--- src/rtl/irqc_pkg.sv ---
package irqc_pkg;

    typedef enum logic [2:0] {
        REG_STATUS = 3'd0,
        REG_PEND   = 3'd1,
        REG_MASK   = 3'd2,
        REG_CLEAR  = 3'd3,
        REG_VECTOR = 3'd4,
        REG_MASTER = 3'd5
    } irqc_reg_e;

    localparam int MASTER_REQ_BIT = 7;
    localparam int MASTER_CAP_BIT = 6;

    typedef enum logic {
        REQ_IDLE = 1'b0,
        REQ_WAIT = 1'b1
    } req_state_e;

endpackage

--- src/rtl/irqc_detect.sv ---
module irqc_detect #(
    parameter int N_SRC = 8
) (
    input  logic             clk,
    input  logic             rst_n,
    input  logic [N_SRC-1:0] src_i,
    input  logic [N_SRC-1:0] mask_i,
    input  logic             cap_en_i,
    output logic [N_SRC-1:0] set_o
);

    typedef struct packed {
        logic [N_SRC-1:0] samp;
        logic [N_SRC-1:0] prev;
    } det_t;

    det_t state_d, state_q;

    always_comb begin
        state_d      = state_q;
        state_d.samp = src_i;
        state_d.prev = state_q.samp;
        set_o        = state_q.samp & ~state_q.prev & mask_i & {N_SRC{cap_en_i}};
    end

    always_ff @(posedge clk or negedge rst_n) begin
        if (!rst_n) begin
            state_q <= '0;
        end else begin
            state_q <= state_d;
        end
    end

    // a captured edge marks one cycle only, never two in a row
    a_r1_single_cycle_edge: assert property (@(posedge clk) disable iff (!rst_n)
        ((set_o & $past(set_o)) == '0));

endmodule

--- src/rtl/irqc_regs.sv ---
module irqc_regs
    import irqc_pkg::*;
#(
    parameter int N_SRC  = 8,
    parameter int DATA_W = 8,
    parameter int ADDR_W = 3
) (
    input  logic              clk,
    input  logic              rst_n,
    input  logic              wr_i,
    input  logic [ADDR_W-1:0] addr_i,
    input  logic [DATA_W-1:0] wdata_i,
    input  logic [N_SRC-1:0]  set_i,
    output logic [N_SRC-1:0]  mask_o,
    output logic [N_SRC-1:0]  pend_o,
    output logic              req_en_o,
    output logic              cap_en_o,
    output logic [DATA_W-1:0] vec_o,
    output logic [DATA_W-1:0] rdata_o
);

    localparam int IDX_W = (N_SRC > 1) ? $clog2(N_SRC) : 1;

    typedef struct packed {
        logic [N_SRC-1:0] status;
        logic [N_SRC-1:0] mask;
        logic             req_en;
        logic             cap_en;
    } regs_t;

    regs_t            state_d, state_q;
    logic [N_SRC-1:0] clr_vec;
    logic             sel_mask, sel_clear, sel_master;

    always_comb begin
        sel_mask   = wr_i && (addr_i == ADDR_W'(REG_MASK));
        sel_clear  = wr_i && (addr_i == ADDR_W'(REG_CLEAR));
        sel_master = wr_i && (addr_i == ADDR_W'(REG_MASTER));
        clr_vec    = sel_clear ? wdata_i[N_SRC-1:0] : '0;

        state_d        = state_q;
        state_d.status = (state_q.status & ~clr_vec) | set_i;
        if (sel_mask) begin
            state_d.mask = wdata_i[N_SRC-1:0];
        end
        if (sel_master) begin
            state_d.req_en = wdata_i[MASTER_REQ_BIT];
            state_d.cap_en = wdata_i[MASTER_CAP_BIT];
        end
    end

    always_comb begin
        pend_o = state_q.status & state_q.mask;
        vec_o  = '1;
        for (int i = N_SRC - 1; i >= 0; i--) begin
            if (pend_o[i]) begin
                vec_o = DATA_W'(i);
            end
        end
    end

    always_comb begin
        rdata_o = '0;
        case (addr_i)
            ADDR_W'(REG_STATUS): rdata_o = DATA_W'(state_q.status);
            ADDR_W'(REG_PEND):   rdata_o = DATA_W'(pend_o);
            ADDR_W'(REG_MASK):   rdata_o = DATA_W'(state_q.mask);
            ADDR_W'(REG_VECTOR): rdata_o = vec_o;
            ADDR_W'(REG_MASTER): begin
                rdata_o[MASTER_REQ_BIT] = state_q.req_en;
                rdata_o[MASTER_CAP_BIT] = state_q.cap_en;
            end
            default:             rdata_o = '0;
        endcase
    end

    assign mask_o   = state_q.mask;
    assign req_en_o = state_q.req_en;
    assign cap_en_o = state_q.cap_en;

    always_ff @(posedge clk or negedge rst_n) begin
        if (!rst_n) begin
            state_q <= '0;
        end else begin
            state_q <= state_d;
        end
    end

    // a status bit can only rise for a line that was unmasked
    a_r1_capture_unmasked: assert property (@(posedge clk) disable iff (!rst_n)
        (((state_q.status & ~$past(state_q.status)) & ~$past(state_q.mask)) == '0));

    // a status bit only falls after a clear write naming it
    a_r2_status_sticky: assert property (@(posedge clk) disable iff (!rst_n)
        ((($past(state_q.status) & ~$past(clr_vec)) & ~state_q.status) == '0));

    // the vector names a pending bit with no lower pending bit
    a_r5_vector_lowest: assert property (@(posedge clk) disable iff (!rst_n)
        (vec_o != '1) |-> (pend_o[vec_o[IDX_W-1:0]] &&
            ((pend_o & ((N_SRC'(1) << vec_o[IDX_W-1:0]) - N_SRC'(1))) == '0)));

    // all ones means nothing is pending
    a_r5_vector_idle: assert property (@(posedge clk) disable iff (!rst_n)
        (vec_o == '1) |-> (pend_o == '0));

endmodule

--- src/rtl/irqc_reqgen.sv ---
module irqc_reqgen
    import irqc_pkg::*;
#(
    parameter bit IRQ_PULSE = 1'b0
) (
    input  logic clk,
    input  logic rst_n,
    input  logic pend_any_i,
    input  logic req_en_i,
    input  logic iflag_i,
    input  logic ack_i,
    output logic irq_o
);

    typedef struct packed {
        req_state_e st;
        logic       irq;
    } req_t;

    req_t state_d, state_q;

    always_comb begin
        state_d = state_q;
        case (state_q.st)
            REQ_IDLE: if (pend_any_i && req_en_i && iflag_i) state_d.st = REQ_WAIT;
            REQ_WAIT: if (ack_i) state_d.st = REQ_IDLE;
            default:  state_d.st = REQ_IDLE;
        endcase
        if (IRQ_PULSE) begin
            state_d.irq = (state_q.st == REQ_IDLE) && (state_d.st == REQ_WAIT);
        end else begin
            state_d.irq = (state_d.st == REQ_WAIT);
        end
    end

    assign irq_o = state_q.irq;

    always_ff @(posedge clk or negedge rst_n) begin
        if (!rst_n) begin
            state_q <= '{st: REQ_IDLE, irq: 1'b0};
        end else begin
            state_q <= state_d;
        end
    end

    // a request only starts with work pending and both gates open
    a_r7_issue_gated: assert property (@(posedge clk) disable iff (!rst_n)
        (state_q.st == REQ_WAIT && $past(state_q.st) == REQ_IDLE)
            |-> $past(pend_any_i && req_en_i && iflag_i));

    // without an acknowledge the controller keeps waiting
    a_r8_hold_off: assert property (@(posedge clk) disable iff (!rst_n)
        (state_q.st == REQ_WAIT && !ack_i) |=> (state_q.st == REQ_WAIT));

    generate
        if (IRQ_PULSE) begin : g_pulse
            // pulse style lasts one cycle
            a_r9_pulse_width: assert property (@(posedge clk) disable iff (!rst_n)
                irq_o |=> !irq_o);
        end else begin : g_level
            // level style holds until acknowledged
            a_r9_level_hold: assert property (@(posedge clk) disable iff (!rst_n)
                (irq_o && !ack_i) |=> irq_o);
        end
    endgenerate

endmodule

--- src/rtl/irqc_top.sv ---
module irqc_top
    import irqc_pkg::*;
#(
    parameter int N_SRC     = 8,
    parameter int DATA_W    = 8,
    parameter int ADDR_W    = 3,
    parameter bit IRQ_PULSE = 1'b0
) (
    input  logic              clk,
    input  logic              rst_n,
    input  logic [N_SRC-1:0]  irq_src_i,
    input  logic              wr_valid_i,
    input  logic [ADDR_W-1:0] addr_i,
    input  logic [DATA_W-1:0] wdata_i,
    output logic [DATA_W-1:0] rdata_o,
    input  logic              cpu_iflag_i,
    input  logic              cpu_ack_i,
    output logic              irq_o,
    output logic [DATA_W-1:0] vector_o
);

    logic [N_SRC-1:0] set_vec;
    logic [N_SRC-1:0] mask_vec;
    logic [N_SRC-1:0] pend_vec;
    logic             req_en;
    logic             cap_en;

    irqc_detect #(.N_SRC(N_SRC)) u_detect (
        .clk      (clk),
        .rst_n    (rst_n),
        .src_i    (irq_src_i),
        .mask_i   (mask_vec),
        .cap_en_i (cap_en),
        .set_o    (set_vec)
    );

    irqc_regs #(.N_SRC(N_SRC), .DATA_W(DATA_W), .ADDR_W(ADDR_W)) u_regs (
        .clk      (clk),
        .rst_n    (rst_n),
        .wr_i     (wr_valid_i),
        .addr_i   (addr_i),
        .wdata_i  (wdata_i),
        .set_i    (set_vec),
        .mask_o   (mask_vec),
        .pend_o   (pend_vec),
        .req_en_o (req_en),
        .cap_en_o (cap_en),
        .vec_o    (vector_o),
        .rdata_o  (rdata_o)
    );

    irqc_reqgen #(.IRQ_PULSE(IRQ_PULSE)) u_reqgen (
        .clk        (clk),
        .rst_n      (rst_n),
        .pend_any_i (|pend_vec),
        .req_en_i   (req_en),
        .iflag_i    (cpu_iflag_i),
        .ack_i      (cpu_ack_i),
        .irq_o      (irq_o)
    );

endmodule

--- config.mk ---
export PLATFORM = sky130hd
export DESIGN_NAME = irqc_top
export DESIGN_NICKNAME = d
export VERILOG_FILES = /design/src/rtl/irqc_pkg.sv /design/src/rtl/irqc_detect.sv /design/src/rtl/irqc_regs.sv /design/src/rtl/irqc_reqgen.sv /design/src/rtl/irqc_top.sv
export SDC_FILE = /design/constraint.sdc
export NUM_CORES = 1
export LEC_CHECK = 0
export BUFFER_PORTS_ARGS = -buffer_cell sky130_fd_sc_hd__clkbuf_2
export CORE_MARGIN = 2
export CORE_UTILIZATION = 56
export DETAILED_ROUTE_END_ITERATION = 8
export PLACE_DENSITY = 0.9
export SETUP_SLACK_MARGIN = 0.2
export SLEW_MARGIN = 20
export SYNTH_ARGS = -nofsm -noshare
export SYNTH_HDL_FRONTEND = slang
export SYNTH_HIERARCHICAL = 1
export SYNTH_SLANG_ARGS = --single-unit
--- constraint.sdc ---
create_clock -name clk -period 4.7 [get_ports clk]
set_clock_uncertainty 0.1 [all_clocks]
set_input_delay 0.47 -clock clk [delete_from_list [all_inputs] [get_ports clk]]
set_output_delay 0.47 -clock clk [all_outputs]
set_load 0.05 [all_outputs]
==> results.yml, run 1 <==
routing:
  ant_nets: 0
  drt-pass1-iter-count: 4
  drt-initial-drc-count: 85
  avgViaCountPerCell: 6.143
  routed_wl_um: 3539
  wl_per_cell_um: 16.31
  vias: 1333
  drcViolationCount: 0
synthesis:
  syn_nets: 176
  syn_area_sq_mm: 0.001709
  yosysWarnings: 6
  synth_top_cell_area_share: 0.5124
  ys_ff_latch: 35
  syn_avg_cell_area_sq_um: 11.24
  yosysTopAreaCell: "dfrtp_1"
  synthTopCellsByArea: "dfrtp_1 51%, mux2_2 6.6%, buf_4 5.3%"
  yosysUniqueCellTypes: 33
  yosysSeqAreaShare: 0.5124
  synth_cells: 152
timing:
  post-route-period-util: 0.6521
  setup_tns_ns: 0
  setup_viol: 0
  relSlewSlack: 0.4342
  final-hold-violation-count: 0
  timing_worst_slew_pin_value_ns: 0.8487
  maxSlewViolCount: 0
  rsz0062_at_grt: "false"
  max_freq_mhz: 326.3
  min_period_ns: 3.065
worst_setup_path:
  rr_endpoint: "u_reqgen/irq_o"
  cp_max_fo: 6
  worst-setup-path-type: "reg -> out"
  arrival_ns: 2.49
  r2r_setup_slack_ns: 3.31
  worstReg2RegStart: "u_regs/mask_o[7]"
  critPathLaunchType: "register"
  required_ns: 4.13
  crit_path_end_kind: "primary output"
  worst-r2r-cell-count: 5
cts:
  cts_tree: "built"
  cts_sinks: 35
  post-cts-setup-buffer-count: 0
  numCtsBuffers: 5
  clk_latency_ns: 0.33
  htree_levels: 2
  ctsResizeCount: 0
  clkTransAtPathRegs_ns: 0.10
  cts_hold_buf: 0
  clock_tree.root_cell: "clkbuf_4"
  clockBufferDepth: 2
final_layout:
  layout-drive-gt1-share: 0.3261
  insertedDiodeCount: 0
  fin_nets: 209
  area_delta_synth_final_pct: 10.32
  fin_cells: 217
die:
  die-area_sq_mm: 0.003510
  ioPinCount: 41
  rows: 20
  die_h_um: 59.25
  coreArea_sq_mm: 0.002978
  initial_core_util: 0.5739
  die_w_um: 59.25
power_and_ir_drop:
  power_switching_w: 0.0004435
  p_sw_frac: 0.4477
  internal-power_w: 0.0005470
  power_frac_clock: 0.141
  power_frac_seq: 0.430
  cellPowerDensity_mw_per_mm2: 525.3
  combPwrFrac: 0.429
  vdd_drop_max_v: 0.0001921
  p_leak_nw: 0.9417
run:
  cap_violations: 0
grt:
  grt_pass1_vias: 1243
  track_usage: 0.2226
  antenna_found_initial: 0
  grt_pass1_wl_um: 5713
  grt_max_degree: 36
  overflow: 0
place:
  place_inst: 211
  io_buffers: 40
  gp_congestion: 0.8822
  hpwl_um: 2684
outcome:
  status: "finished, final reports clean"
min_path:
  hold_class: "in -> async"
## stage by stage
step | setup slack (ns) | power, W | hold WS (ns) | utilization | instance area (sq um)
after floorplan | 0.5824 | 0.0007816 | 0.07441 | - | 1709
after global placement | 2.130 | 0.0008341 | 0.2598 | 0.6193 | 1844
after detailed placement | 1.985 | 0.0008533 | 0.2625 | 0.6193 | 1844
after CTS | 1.622 | 0.0009909 | 0.1417 | 0.6332 | 1886
after global routing | 1.389 | 0.001042 | 0.1173 | 0.6332 | 1886
final | 1.635 | 0.0009905 | 0.1356 | 0.6332 | 1886
## Yosys cell counts
cell type / count
a211oi_1: 1
a21o_1: 4
a21oi_1: 5
a221oi_1: 1
a22o_1: 4
a22oi_1: 4
a2bb2oi_1: 3
a32oi_1: 1
and2_1: 5
and3_1: 1
and4b_1: 8
buf_2: 1
buf_4: 12
buf_6: 1
dfrtp_1: 35
inv_1: 9
inv_4: 1
mux2_2: 10
mux2i_1: 1
nand2_1: 12
nand2b_1: 1
nand2b_4: 1
nand3_1: 1
nor2_1: 5
nor3b_4: 1
nor4_1: 3
nor4b_4: 1
o211ai_1: 2
o21ai_0: 10
o2bb2ai_1: 2
o32ai_1: 1
or2_1: 4
or3b_2: 1
## critical path, cell delays in order (launching register included)
cell and delay, ns:
dfrtp_1 0.42, a22o_1 0.27, nor4_1 0.67, nand2_1 0.31, o21ai_0 0.19, clkbuf_2 0.32
## layout by cell type (no fill, tap or decap), types with 8 or more instances in the layout
cell,n
inv_1,9
and4b_1,8
o21ai_0,10
clkbuf_2,40
dfrtp_1,35
nand2_1,12
mux2_2,10
## routing by layer
layer,share of wire,track usage,vias up
li1,-,-,604
met1,0.43,0.2878,657
met2,0.49,0.3501,66
met3,0.068,0.05895,6
met4,0.012,0.1006,0
met5,0,0,-
## sequential cells by signal, summed over array words and instances (netlist names)
register / cells
u_detect/state_d: 8
u_detect/state_q: 8
u_regs/cap_en_o: 1
u_regs/mask_o: 8
u_regs/req_en_o: 1
u_regs/state_q: 8
u_reqgen/irq_o: 1
## area by class of cell
type,instances,area [sq um]
Fill cell,238,1092
Sequential cell,35,875.8
Multi-Input combinational cell,93,686.9
Timing Repair Buffer,40,200.2
Clock buffer,6,41.29
Tap cell,33,41.29
Inverter,10,40.04
## worst max path at each step
stage                       start          to  slack [ns]  cells after the start
4_1_cts        u_regs/state_q[11]  rdata_o[4]        1.62                      5
2_1_floorplan  u_regs/state_q[11]  rdata_o[3]        0.58                      4
3_3_place_gp   u_regs/state_q[11]  rdata_o[6]        2.13                      5
5_1_grt          u_regs/mask_o[1]  rdata_o[6]        1.39                      5
3_5_place_dp   u_regs/state_q[11]  rdata_o[4]        1.99                      5
6_report       u_regs/state_q[11]  rdata_o[4]        1.64                      5
## power groups by stage
stage	sequential [W]	clock, W	combinational (W)
final	0.000426	0.000140	0.000425
after global routing	0.000434	0.000156	0.000452
after CTS	0.000424	0.000143	0.000424
after detailed placement	0.000431	0	0.000422
after global placement	0.000421	0	0.000413
after floorplan	0.000418	0	0.000364
## logic make-up after synthesis
logic type | synth area share
flops | 0.5124
mux | 0.07174
simple gates | 0.1764
compound gates | 0.1537
buf+inv | 0.08565
Power figures use the tool's default switching activity.
==> run 2: changes to the inputs <==
CORE_UTILIZATION = 52   (was 56)
PLACE_DENSITY = 0.85   (was 0.9)
clock period = 3.2 ns   (was 4.7 ns; I/O delays follow)
==> run 2 against run 1 <==
Count of clock-buffer cells in the layout rose by 1; worst hold slack lost 0.075 ns; via count is 0.60% higher; critical path depth did not move; register-to-register slack worse by 1.5 ns; design area rose by 8.0%; setup slack lost 1.0 ns; combinational power is 54% higher; die area is 7.2% higher; non-clock buffer count grew 9; power up 56%; critical path type unchanged; critical endpoint is now rdata_o[5].
==> results.yml, run 2 (synthesis gave the netlist of run 1 again) <==
outcome:
  status: "finished, final reports clean"
power_and_ir_drop:
  p_sw_frac: 0.4401
  power_frac_clock: 0.175
  combPwrFrac: 0.423
  internal-power_w: 0.0008661
  vdd_drop_max_v: 0.0003502
  power_switching_w: 0.0006807
  power_frac_seq: 0.402
  cellPowerDensity_mw_per_mm2: 759.9
  p_leak_nw: 0.9946
timing:
  relSlewSlack: 0.4141
  max_freq_mhz: 387.0
  setup_viol: 0
  rsz0062_at_grt: "false"
  final-hold-violation-count: 0
  timing_worst_slew_pin_value_ns: 0.8788
  setup_tns_ns: 0
  post-route-period-util: 0.8076
  maxSlewViolCount: 0
  min_period_ns: 2.584
cts:
  cts_hold_buf: 9
  clk_latency_ns: 0.33
  htree_levels: 2
  clock_tree.root_cell: "clkbuf_4"
  ctsResizeCount: 0
  numCtsBuffers: 5
  cts_sinks: 35
  clkTransAtPathRegs_ns: 0.11
  clockBufferDepth: 2
  post-cts-setup-buffer-count: 0
  cts_tree: "built"
routing:
  avgViaCountPerCell: 5.611
  drcViolationCount: 0
  wl_per_cell_um: 14.74
  drt-pass1-iter-count: 5
  vias: 1341
  drt-initial-drc-count: 132
  routed_wl_um: 3522
  ant_nets: 0
final_layout:
  area_delta_synth_final_pct: 19.11
  insertedDiodeCount: 0
  post-route-util: 0.6614
  layout-drive-gt1-share: 0.3282
  fin_nets: 218
  final_cell_mix: "40 x clkbuf_2, 35 x dfrtp_1, 12 x nand2_1"
  layout_commonest_cell: "clkbuf_2"
  n_fill_cell: 236
worst_setup_path:
  r2r_setup_slack_ns: 1.81
  rr_endpoint: "u_reqgen/irq_o"
  required_ns: 2.78
  crit_path_end_kind: "primary output"
  worst-setup-path-type: "reg -> out"
  critPathLaunchType: "register"
  worst-r2r-cell-count: 5
  arrival_ns: 2.16
  worstReg2RegStart: "u_regs/mask_o[7]"
  cp_max_fo: 6
grt:
  overflow: 0
  antenna_found_initial: 0
  grt_max_degree: 36
  grt_pass1_wl_um: 5651
  grt_pass1_vias: 1293
  track_usage: 0.2085
min_path:
  hold_end: "u_reqgen/irq_o"
  worstHoldStart: "cpu_ack_i"
  min_path_cells: 2
  hold_class: "in -> reg"
die:
  rows: 20
  coreArea_sq_mm: 0.003078
  initial_core_util: 0.5553
  die_w_um: 61.33
  die-area_sq_mm: 0.003761
  die_h_um: 61.33
  ioPinCount: 41
place:
  io_buffers: 40
  hpwl_um: 2477
  gp_congestion: 0.9155
run:
  cap_violations: 0
-- run 2: cell type report --
cell class | count | area, sq um | share of cell area
Clock buffer | 7 | 65.06 | 0.03196
Clock inverter | 1 | 7.507 | 0.003688
Inverter | 10 | 40.04 | 0.01967
Multi-Input combinational cell | 93 | 701.9 | 0.3448
Sequential cell | 35 | 875.8 | 0.4302
Tap cell | 44 | 55.05 | 0.02704
Timing Repair Buffer | 49 | 290.3 | 0.1426
-- run 2: worst max-delay path by stage --
stage	from	to	slack [ns]	cells past startpoint
2_1_floorplan	u_regs/state_q[11]	rdata_o[3]	0.52	4
3_3_place_gp	addr_i[2]	rdata_o[3]	1.06	6
3_5_place_dp	u_regs/state_q[11]	rdata_o[6]	0.99	5
4_1_cts	u_regs/state_q[11]	rdata_o[6]	0.60	5
5_1_grt	u_regs/state_q[11]	rdata_o[5]	0.47	5
6_report	u_regs/state_q[11]	rdata_o[5]	0.62	5
-- run 2: per-layer routing --
| metal | GRT usage | share of wire | vias to the layer above |
|---|---|---|---|
| met5 | 0 | 0 | - |
| met4 | 0.1398 | 0.033 | 0 |
| met3 | 0.03992 | 0.084 | 13 |
| met2 | 0.3237 | 0.47 | 88 |
| met1 | 0.2654 | 0.42 | 619 |
| li1 | - | - | 621 |
-- run 2: per-stage QoR --
step / hold slack, ns / instance area [sq um] / power (W) / setup WS, ns / cells
after global routing: 0.04023 / 2036 / 0.001637 / 0.4672 / 239
after detailed placement: 0.2615 / 1873 / 0.001269 / 0.9878 / 222
after CTS: 0.04673 / 2036 / 0.001552 / 0.5993 / 239
after floorplan: -0.07559 / 1724 / 0.001165 / 0.5199 / 152
after global placement: 0.2556 / 1873 / 0.001253 / 1.062 / 222
final: 0.06068 / 2036 / 0.001547 / 0.6157 / 239
-- run 2: worst max-delay path, stage by stage, from the launching register on --
cell,delay [ns]
dfrtp_1,0.43
a22o_1,0.31
nor4_4,0.42
nand2_1,0.20
o21ai_0,0.15
clkbuf_2,0.32
-- run 2: power by group through the flow --
stage / logic, W / clock network, W / registers (W)
after floorplan: 0.000551 / 0 / 0.000614
after global placement: 0.000631 / 0 / 0.000623
after detailed placement: 0.000640 / 0 / 0.000629
after CTS: 0.000651 / 0.000281 / 0.000620
after global routing: 0.000697 / 0.000306 / 0.000634
final: 0.000654 / 0.000271 / 0.000622
==> run 3: changes to the inputs <==
clock period = 2.45 ns   (was 3.2 ns; I/O delays follow)
==> run 3 against run 2 <==
Sequential share of layout area is 1.7 points lower; non-clock buffer count rose by 8; critical path type unchanged; largest cell class unchanged; critical path depth unchanged; combinational power grew 44%; global-route usage increased by 1.6 points; first-iteration DRC count shrank 14%; core utilization rose by 2.8 points; count of clock-buffer cells in the layout is 1 lower; register-to-register slack got worse by 0.82 ns; power grew 31%; flip-flop and latch count unchanged.
==> results.yml, run 3 (synthesis gave the netlist of run 1 again) <==
outcome:
  status: "finished, final reports clean"
die:
  initial_core_util: 0.5553
  coreArea_sq_mm: 0.003078
  ioPinCount: 41
  die-area_sq_mm: 0.003761
  die_w_um: 61.33
  rows: 20
  die_h_um: 61.33
final_layout:
  area_delta_synth_final_pct: 24.08
  layout-drive-gt1-share: 0.3682
  fin_nets: 226
  insertedDiodeCount: 0
  post-route-util: 0.6890
  final_cell_mix: "34 x clkbuf_2, 34 x dfrtp_1, 11 x nand2_1"
worst_setup_path:
  required_ns: 2.11
  arrival_ns: 1.92
  worst-setup-path-type: "reg -> out"
  critPathLaunchType: "register"
  r2r_setup_slack_ns: 0.99
  max_stage_delay_ns: 0.42
  critPathSlowestCell: "dfrtp_1"
  worst-r2r-cell-count: 6
  cp_max_fo: 5
  crit_chain: "a22o_1 -> nor4_4 -> nand2_2 -> o211ai_1 -> clkbuf_8"
  crit_path_end_kind: "primary output"
timing:
  relSlewSlack: 0.4496
  min_period_ns: 2.262
  maxSlewViolCount: 0
  post-route-period-util: 0.9232
  final-hold-violation-count: 0
  setup_viol: 0
  layout_setup_ws_ns: 0.1882
  timing_worst_slew_pin_value_ns: 0.8256
  max_freq_mhz: 442.1
  rsz0062_at_grt: "true"
grt:
  grt_pass1_vias: 1287
  track_usage: 0.2248
  antenna_found_initial: 0
  grt_pass1_wl_um: 5865
  grt_max_degree: 36
  overflow: 0
min_path:
  min_path_cells: 3
  hold_class: "in -> reg"
run:
  cap_violations: 0
routing:
  drcViolationCount: 0
  wl_per_cell_um: 15.87
  routed_wl_um: 3887
  drt-initial-drc-count: 114
  avgViaCountPerCell: 5.735
  ant_nets: 0
  vias: 1405
  drt-pass1-iter-count: 7
place:
  hpwl_um: 2686
  place_ws_ns: 0.3630
  gp_congestion: 0.8593
  io_buffers: 40
power_and_ir_drop:
  cellPowerDensity_mw_per_mm2: 957.0
  vdd_drop_max_v: 0.0004324
  p_leak_nw: 1.036
cts:
  cts_tree: "built"
  cts_sinks: 35
  clkTransAtPathRegs_ns: 0.10
  numCtsBuffers: 5
  htree_levels: 2
  clockBufferDepth: 2
  clock_tree.root_cell: "clkbuf_4"
  clk_latency_ns: 0.33
[run 3: final timing paths]
check	from	end
worst min register to register	u_detect/state_d[0]	u_detect/state_q[0]
min in group asynchronous	rst_n	u_detect/state_q[1]
worst min-delay path	cpu_iflag_i	u_reqgen/irq_o
worst max-delay path	u_regs/state_q[11]	rdata_o[7]
max in group asynchronous	rst_n	u_regs/mask_o[0]
worst max register to register	u_regs/mask_o[1]	u_reqgen/irq_o
[run 3: area by class of cell]
cell class | count | area, sq um
tap | 44 | 55.05
sequential | 35 | 877.1
clock buffer | 6 | 41.29
timing repair buffer | 57 | 384.1
fill | 229 | 957.2
inverter | 10 | 40.04
multi-input combinational | 93 | 723.2
[run 3: what timing repair did]
| item | CTS | global route |
|---|---|---|
| endpoints found under the hold margin | 44 | 0 |
| buffers inserted | 1 | 5 |
| hold buffers | 10 | 0 |
| endpoints found under the setup margin | 5 | 11 |
| pin swaps | 1 | 5 |
| gates resized for setup | 7 | 8 |
[run 3: stage by stage]
stage / area [sq um] / hold slack [ns] / total power [W] / TNS (ns) / instances
2_1_floorplan: 1745 / -0.1506 / 0.001536 / -0.1113 / 152
3_3_place_gp: 1902 / 0.2530 / 0.001649 / 0 / 223
3_5_place_dp: 1902 / 0.2546 / 0.001678 / 0 / 223
4_1_cts: 2076 / 0.02635 / 0.001990 / 0 / 240
5_1_grt: 2121 / 0.03241 / 0.002140 / 0 / 245
6_report: 2121 / 0.05368 / 0.002030 / 0 / 245
[run 3: critical path, delay by kind of cell, from the launching register on]
kind | cells | cell delay, ns
flops | 1 | 0.42
simple gates | 2 | 0.51
buf+inv | 1 | 0.23
compound gates | 2 | 0.42
[run 3: metal layers]
metal  GRT usage  up-vias  wire [um]
met5           0        -          0
met4      0.1125        0         65
met3     0.05462       14        317
met2      0.3754       81       1929
met1      0.2729      672       1574
li1            -      638          -
[run 3: power breakdown]
group          internal, W  leakage [nW]  switching, W
Sequential        0.000689         0.408      0.000126
Combinational     0.000337         0.603      0.000607
Clock             0.000102        0.0242      0.000169
